<file path="src/rtl/gpio_atr_pkg.sv">
package gpio_atr_pkg;

    localparam int BUS_W    = 16;
    localparam int ADDR_W   = 5;
    localparam int N_BANKS  = 2;
    localparam int N_STATES = 4;

    // bank index: 0 = receive side, 1 = transmit side
    localparam int BANK_RX = 0;
    localparam int BANK_TX = 1;

    typedef logic [BUS_W-1:0] word_t;

    typedef enum logic [1:0] {
        FLD_DATA = 2'd0,
        FLD_DIR  = 2'd1,
        FLD_SEL  = 2'd2,
        FLD_DBG  = 2'd3
    } field_e;

    // state index = {tx_active, rx_active}
    typedef enum logic [1:0] {
        ST_IDLE = 2'b00,
        ST_RX   = 2'b01,
        ST_TX   = 2'b10,
        ST_FULL = 2'b11
    } radio_state_e;

    typedef struct packed {
        word_t data;
        word_t dir;
        word_t sel;
        word_t dbg;
    } bank_cfg_t;

    typedef word_t [N_STATES-1:0][N_BANKS-1:0] atr_table_t;

    function automatic logic pin_source(input logic dbg, input logic sel,
                                        input logic sw, input logic atr,
                                        input logic d0, input logic d1);
        if (dbg) return sel ? d1 : d0;
        return sel ? atr : sw;
    endfunction

endpackage

</file>
<file path="src/rtl/gpio_atr_regfile.sv">
module gpio_atr_regfile
    import gpio_atr_pkg::*;
#(
    parameter int SYNC_STAGES = 2
) (
    input  logic                            clk,
    input  logic                            rst,
    input  logic                            bus_wr,
    input  logic [ADDR_W-1:0]               bus_addr,
    input  word_t                           bus_wdata,
    output word_t                           bus_rdata,
    input  word_t [N_BANKS-1:0]             pad_in,
    output bank_cfg_t [N_BANKS-1:0]         cfg,
    output atr_table_t                      atr
);

    logic   is_atr;
    logic   bank_idx;
    field_e field;
    logic [1:0] st_idx;
    logic   side_idx;

    assign is_atr   = bus_addr[4];
    assign bank_idx = bus_addr[3];
    assign field    = field_e'(bus_addr[2:1]);
    assign st_idx   = bus_addr[3:2];
    assign side_idx = bus_addr[1];

    word_t [N_BANKS-1:0] pad_sync;

    for (genvar b = 0; b < N_BANKS; b++) begin : g_sync
        word_t [SYNC_STAGES-1:0] chain;
        always_ff @(posedge clk) begin
            chain[0] <= pad_in[b];
            for (int i = 1; i < SYNC_STAGES; i++) chain[i] <= chain[i-1];
        end
        assign pad_sync[b] = chain[SYNC_STAGES-1];
    end

    always_ff @(posedge clk) begin
        if (rst) begin
            cfg <= '0;
            atr <= '0;
        end else if (bus_wr) begin
            if (is_atr) begin
                atr[st_idx][side_idx] <= bus_wdata;
            end else begin
                case (field)
                    FLD_DATA: cfg[bank_idx].data <= bus_wdata;
                    FLD_DIR:  cfg[bank_idx].dir  <= bus_wdata;
                    FLD_SEL:  cfg[bank_idx].sel  <= bus_wdata;
                    FLD_DBG:  cfg[bank_idx].dbg  <= bus_wdata;
                    default:  ;
                endcase
            end
        end
    end

    always_comb begin
        if (is_atr) begin
            bus_rdata = atr[st_idx][side_idx];
        end else begin
            case (field)
                FLD_DATA: bus_rdata = pad_sync[bank_idx];
                FLD_DIR:  bus_rdata = cfg[bank_idx].dir;
                FLD_SEL:  bus_rdata = cfg[bank_idx].sel;
                FLD_DBG:  bus_rdata = cfg[bank_idx].dbg;
                default:  bus_rdata = '0;
            endcase
        end
    end

endmodule

</file>
<file path="src/rtl/gpio_atr_select.sv">
module gpio_atr_select
    import gpio_atr_pkg::*;
(
    input  atr_table_t           atr,
    input  logic                 tx_active,
    input  logic                 rx_active,
    output word_t [N_BANKS-1:0]  atr_word
);

    radio_state_e state;
    assign state = radio_state_e'({tx_active, rx_active});

    for (genvar b = 0; b < N_BANKS; b++) begin : g_side
        assign atr_word[b] = atr[state][b];
    end

endmodule

</file>
<file path="src/rtl/gpio_pin_mux.sv">
module gpio_pin_mux
    import gpio_atr_pkg::*;
(
    input  bank_cfg_t cfg,
    input  word_t     atr_word,
    input  word_t     dbg0,
    input  word_t     dbg1,
    output word_t     pad_out,
    output word_t     pad_oe
);

    for (genvar p = 0; p < BUS_W; p++) begin : g_pin
        logic src;
        assign src        = pin_source(cfg.dbg[p], cfg.sel[p], cfg.data[p],
                                       atr_word[p], dbg0[p], dbg1[p]);
        assign pad_oe[p]  = cfg.dir[p];
        assign pad_out[p] = cfg.dir[p] & src;
    end

endmodule

</file>
<file path="src/rtl/gpio_atr_ctrl.sv">
module gpio_atr_ctrl
    import gpio_atr_pkg::*;
#(
    parameter int SYNC_STAGES = 2
) (
    input  logic              clk,
    input  logic              rst,
    input  logic              bus_wr,
    input  logic [ADDR_W-1:0] bus_addr,
    input  logic [BUS_W-1:0]  bus_wdata,
    output logic [BUS_W-1:0]  bus_rdata,
    input  logic              tx_active,
    input  logic              rx_active,
    input  logic [BUS_W-1:0]  dbg0_rx,
    input  logic [BUS_W-1:0]  dbg1_rx,
    input  logic [BUS_W-1:0]  dbg0_tx,
    input  logic [BUS_W-1:0]  dbg1_tx,
    input  logic [BUS_W-1:0]  pad_in_rx,
    input  logic [BUS_W-1:0]  pad_in_tx,
    output logic [BUS_W-1:0]  pad_out_rx,
    output logic [BUS_W-1:0]  pad_out_tx,
    output logic [BUS_W-1:0]  pad_oe_rx,
    output logic [BUS_W-1:0]  pad_oe_tx
);

    bank_cfg_t [N_BANKS-1:0] cfg;
    atr_table_t              atr;
    word_t [N_BANKS-1:0]     atr_word;
    word_t [N_BANKS-1:0]     pad_in_v;
    word_t [N_BANKS-1:0]     dbg0_v;
    word_t [N_BANKS-1:0]     dbg1_v;
    word_t [N_BANKS-1:0]     out_v;
    word_t [N_BANKS-1:0]     oe_v;

    assign pad_in_v[BANK_RX] = pad_in_rx;
    assign pad_in_v[BANK_TX] = pad_in_tx;
    assign dbg0_v[BANK_RX]   = dbg0_rx;
    assign dbg0_v[BANK_TX]   = dbg0_tx;
    assign dbg1_v[BANK_RX]   = dbg1_rx;
    assign dbg1_v[BANK_TX]   = dbg1_tx;

    gpio_atr_regfile #(.SYNC_STAGES(SYNC_STAGES)) i_regs (
        .clk       (clk),
        .rst       (rst),
        .bus_wr    (bus_wr),
        .bus_addr  (bus_addr),
        .bus_wdata (bus_wdata),
        .bus_rdata (bus_rdata),
        .pad_in    (pad_in_v),
        .cfg       (cfg),
        .atr       (atr)
    );

    gpio_atr_select i_sel (
        .atr       (atr),
        .tx_active (tx_active),
        .rx_active (rx_active),
        .atr_word  (atr_word)
    );

    for (genvar b = 0; b < N_BANKS; b++) begin : g_bank
        gpio_pin_mux i_mux (
            .cfg      (cfg[b]),
            .atr_word (atr_word[b]),
            .dbg0     (dbg0_v[b]),
            .dbg1     (dbg1_v[b]),
            .pad_out  (out_v[b]),
            .pad_oe   (oe_v[b])
        );
    end

    assign pad_out_rx = out_v[BANK_RX];
    assign pad_out_tx = out_v[BANK_TX];
    assign pad_oe_rx  = oe_v[BANK_RX];
    assign pad_oe_tx  = oe_v[BANK_TX];

endmodule

</file>
<file path="config.mk">
export PLATFORM = sky130hd
export DESIGN_NAME = gpio_atr_ctrl
export DESIGN_NICKNAME = d
export VERILOG_FILES = /design/src/rtl/gpio_atr_pkg.sv /design/src/rtl/gpio_atr_regfile.sv /design/src/rtl/gpio_atr_select.sv /design/src/rtl/gpio_pin_mux.sv /design/src/rtl/gpio_atr_ctrl.sv
export SDC_FILE = /design/constraint.sdc
export NUM_CORES = 1
export LEC_CHECK = 0
export BUFFER_PORTS_ARGS = -buffer_cell sky130_fd_sc_hd__buf_2
export CORE_UTILIZATION = 47
export CTS_CLUSTER_DIAMETER = 30
export DETAILED_ROUTE_END_ITERATION = 16
export PLACE_DENSITY = 0.73
export SLEW_MARGIN = 20
export SYNTH_ARGS = -nofsm -noshare
export SYNTH_HDL_FRONTEND = slang
export SYNTH_HIERARCHICAL = 1
export SYNTH_SLANG_ARGS = --single-unit
</file>
<file path="constraint.sdc">
create_clock -name clk -period 4.2 [get_ports clk]
set_input_delay 0.84 -clock clk [delete_from_list [all_inputs] [get_ports clk]]
set_output_delay 0.84 -clock clk [all_outputs]
set_load 0.01 [all_outputs]
</file>
== After elaboration in Yosys (flattened, before gate mapping) ==
Index checks and enable logic that the tools add are counted.

* Register bits: 320
* Bits of input ports: 122
* Output and inout bits: 80
* Word-level logic and storage cells: 259

* Order comparisons: 7
* Equality and inequality tests: 3
* Muxes and demuxes: 190
* Bitwise operators: 33
* Reductions and logical operators: 6

{| class="wikitable"
|+ Operator list
! kind !! count
|-
| $bwmux 128 || 5
|-
| $pmux 128 s4 || 1
|-
| $demux 64 s1 || 4
|-
| $mux 1 || 160
|-
| $mux 48 || 3
|-
| $bmux 32 s2 || 2
|-
| $mux 32 || 4
|-
| $mux 16 || 7
|-
| $demux 32 s2 || 1
|-
| $mux 64 || 1
|-
| $pmux 16 s4 || 1
|-
| $and 1x1->1 || 32
|-
| $demux 16 s1 || 1
|-
| $lt 2x3->1 const B || 2
|-
| $eq 2x2->1 const B || 2
|-
| $lt 1x2->1 const B || 2
|-
| $reduce_and 2->1 || 2
|-
| $logic_and 1x1->1 || 3
|-
| $eq 2x1->1 const B || 1
|-
| $ge 1x1->1 const B || 2
|-
| $ge 2x1->1 const B || 1
|-
| $logic_not 2->1 || 1
|-
| $not 1->1 || 1
|}

== Longest topological paths before layout ==
* Depth after elaboration: 7
* Depth in mapped cells: 7
* Depth with buffers taken out: 4

== Modules after synthesis ==
Netlist, hierarchy kept.

{| class="wikitable"
|+ Modules (own cells, without submodules)
! module !! times used !! cells an instance !! area each (sq um) !! seq. area each (sq um)
|-
| gpio_atr_regfile || 1 || 1403 || 12289.3 || 6406.1
|-
| gpio_pin_mux || 2 || 48 || 580.6 || 0.0
|-
| gpio_atr_select || 1 || 39 || 814.5 || 0.0
|}

== Worst setup path before layout ==
OpenSTA, ideal clock, no wires.

* Kind: in2out
* From: input port rx_active
* To: output port pad_out_rx[10]
* Arrival: 2.209 ns
* Data required time: 3.360 ns
* Setup slack: 1.151 ns
* Cell stages on the path: 5
* Path buffers: 2
* Path through: buf_6 buf_12 mux4_2 mux4_2 and2_1

{| class="wikitable"
|+ RTL lines
! what !! line !! RTL
|-
| start, declared || gpio_atr_ctrl.sv:13 || <nowiki>input logic rx_active,</nowiki>
|-
| end, declared || gpio_atr_ctrl.sv:20 || <nowiki>output logic [BUS_W-1:0] pad_out_rx,</nowiki>
|}

== Worst setup path in the final report ==
* From: input port bus_addr[1]
* To: output port bus_rdata[2]

* Word-level cells in the longest chain between the ends: 3

{| class="wikitable"
|+ Ends and longest elaborated chain
! what !! line !! RTL
|-
| start, declared || gpio_atr_ctrl.sv:9 || <nowiki>input logic [ADDR_W-1:0] bus_addr,</nowiki>
|-
| $eq 2x2->1 (tied with other cells) || gpio_atr_regfile.sv:63 || <nowiki>case (field)</nowiki>
|-
| $pmux 16 s4 or $mux 16 (tied branches) || gpio_atr_regfile.sv:63, gpio_atr_regfile.sv:61 ||
|-
| $mux 16 * || gpio_atr_regfile.sv:60 || <nowiki>if (is_atr) begin</nowiki>
|-
| end, declared || gpio_atr_ctrl.sv:11 || <nowiki>output logic [BUS_W-1:0] bus_rdata,</nowiki>
|}

Every way passes the cells marked *; elsewhere a longest branch is shown, timed or not. The select of a mux whose other input is x is not followed.

==> results.sh <==
export IMPL_outcome="finished, final reports clean"
export IMPL_cts_tree="built"
export IMPL_synth_edff_count=0
export IMPL_die_x_um=176
export IMPL_end_kind="output port"
export IMPL_syn_nets=1660
export IMPL_finalMaxSlewViolations=0
export IMPL_layout_nets=1780
export IMPL_whs_ns=0.315
export IMPL_slew_headroom_pct=22.4
export IMPL_synth_seq_area_share_pct=44.9
export IMPL_fin_skew_ns=0.00903
export IMPL_start_util_pct=48.0
export IMPL_io_pins=202
export IMPL_place_congestion=0.911
export IMPL_finalNonFillerCells=2095
export IMPL_dp_cells=1990
export IMPL_synth_async_sr_flop_share_pct=0
export IMPL_powerDensity_nw_per_um2=500
export IMPL_postRouteAntennaNets=0
export IMPL_finalHoldViolations=0
export IMPL_cp_start_kind="input port"
export IMPL_yosys_warnings=6
export IMPL_grt_usage_pct=28.8
export IMPL_viasPerCell=5.92
export IMPL_worstPathMaxFanout=23
export IMPL_yosysTopAreaCellShare_pct=44.9
export IMPL_rows=63
export IMPL_synth_area_leaders="dfxtp_1 (45%), mux4_2 (17%), nand2_1 (14%)"
export IMPL_syn_instance_count=1538
export IMPL_period_minus_slack_ns=3.84
export IMPL_cts_buffer_depth=3
export IMPL_finalSetupTns_ns=0
export IMPL_clk_latency_ns=0.56
export IMPL_avgSynthCellArea_um2=9.27
export IMPL_netlist_area_um2=14300
export IMPL_detailed_place_hpwl_um=29700
export IMPL_hold_buffers=0
export IMPL_arrival_ns=3.00
export IMPL_ys_types=29
export IMPL_path_class="input port to output port"
export IMPL_die_area_um2=31100
export IMPL_die_h_um=176
export IMPL_post_route_period_util_pct=91.4
export IMPL_layout_setup_ws_ns=0.359
export IMPL_fill_cells=2390
export IMPL_numCtsBuffers=56
export IMPL_cts_setup_buffers=0
export IMPL_ys_ff_latch=320
export IMPL_tightest_slew_ns=1.16
export IMPL_dr_total_vias=12400
export IMPL_ir_drop_mv=0.310
export IMPL_drt_first_pass_iters=6
export IMPL_grt_pass1_vias=11800
export IMPL_synth_ff_type="dfxtp_1"
export IMPL_postLayoutCoreUtil_pct=57.9
export IMPL_wl_um=45400
export IMPL_cts_root_buf="clkbuf_16"
export IMPL_syn_to_final_growth_pct=20.7
export IMPL_rsz0062_at_grt="no"
export IMPL_detail_route_iter0_violations=1675
export IMPL_r2r_setup_slack_ns=3.38
export IMPL_io_buffers=200
export IMPL_core_um2=29700
export IMPL_report_final_setup_viol=0
export IMPL_drc_errors=0
export IMPL_power_leakage_nw=6.43
export IMPL_cts_sinks=320
export IMPL_synth_top_cell_by_area="dfxtp_1"
export IMPL_max_freq_ghz=0.260
export IMPL_grt_max_degree=113
export IMPL_ctsResizeCount=0
export IMPL_wl_per_cell_um=21.7
export IMPL_antenna_found_initial=3
export IMPL_drive_gt1_share_pct=26.0
export IMPL_cts_htree_levels=2
export IMPL_dpl_worst_slack_ns=0.516
export IMPL_cap_violations=0
export IMPL_path_clk_slew_ns=0.05
export IMPL_grt_pass1_wl_um=68600
export IMPL_hold_path_class="flop to flop"
export IMPL_worstPathRequired_ns=3.36
export IMPL_grt_overflow=0
## state kept, by name, summed over array words and instances (netlist names)
signal and flops:
i_regs/g_sync.chain 64, i_regs/atr 128, i_regs/cfg 128
## synthesized netlist by cell type, drive strengths merged, types with 8 or more instances
| library cell | number |
|---|---|
| nand2 | 537 |
| dfxtp | 320 |
| a21oi | 256 |
| mux4 | 112 |
| buf | 84 |
| clkbuf | 75 |
| mux2i | 40 |
| and2 | 34 |
| a22oi | 32 |
| nor2 | 14 |
| nand3 | 9 |
| o21ai | 8 |
## per-stage QoR
stage	power, mW	instance area [um^2]
2_1_floorplan	3.50	14300
3_3_place_gp	3.66	15100
3_5_place_dp	3.67	15100
4_1_cts	8.62	17200
5_1_grt	8.80	17200
6_report	8.61	17200
## worst max-delay path, cell delays in order
cell and delay, ns:
buf_2 0.34, nor2_1 0.99, a22oi_1 0.39, nand2_1 0.25, buf_2 0.17
## cells in the final DEF (no fill, tap or decap), types with 2 or more instances in the layout
cell	count
a21oi_1	256
a22oi_1	32
and2_1	34
and3b_1	2
buf_12	6
buf_2	198
buf_4	16
bufinv_16	13
clkbuf_1	5
clkbuf_16	57
clkbuf_8	5
clkinv_2	4
clkinv_4	4
clkinvlp_4	9
dfxtp_1	320
diode_2	2
inv_6	5
mux2i_1	40
mux4_1	2
mux4_2	110
nand2_1	537
nand2b_1	2
nand3_1	9
nand3b_1	2
nor2_1	5
nor2_2	6
nor2_4	3
nor2b_1	4
nor3_2	3
o21ai_0	8
## power breakdown
group	switching [mW]	total [mW]	internal (mW)
registers	0.0345	3.14	3.10
logic	0.302	0.483	0.181
clock network	1.61	4.99	3.37
## area by class of cell
cell class | instances | area [um^2] | area share [%]
diodes | 2 | 5.00 | 0.0291
multi-input cells | 1059 | 7000 | 40.6
clock buffers | 67 | 1510 | 8.79
flip-flops and latches | 320 | 6410 | 37.2
well taps | 390 | 488 | 2.83
repair buffers | 221 | 1240 | 7.21
clock inverters | 36 | 568 | 3.30
## logic make-up (layout without fill, tap and decap cells)
logic type	count (synthesis)	after routing	synth area share [%]
compound gates	296	296	10.9
buf+inv	159	324	6.04
flops	320	320	44.9
mux	152	152	20.5
other cells	0	2	0
simple gates	611	611	17.6
## layer usage
metal	track usage, %	share of wire (%)	wire (um)
met5	0	0.029	13
met4	12.7	3.8	1710
met2	45.1	46	20800
met3	6.24	11	5000
met1	38.3	39	17900
## final timing paths
path	startpoint	end	depth (start not counted)
setup / recovery	bus_addr[1]	bus_rdata[2]	5
hold / removal	i_regs/g_sync[0].chain[15]	i_regs/g_sync[0].chain[31]	0
setup reg to reg	i_regs/cfg[84]	i_regs/cfg[84]	2
hold reg to reg	i_regs/g_sync[0].chain[15]	i_regs/g_sync[0].chain[31]	0
(Power assumes the default switching activity.)
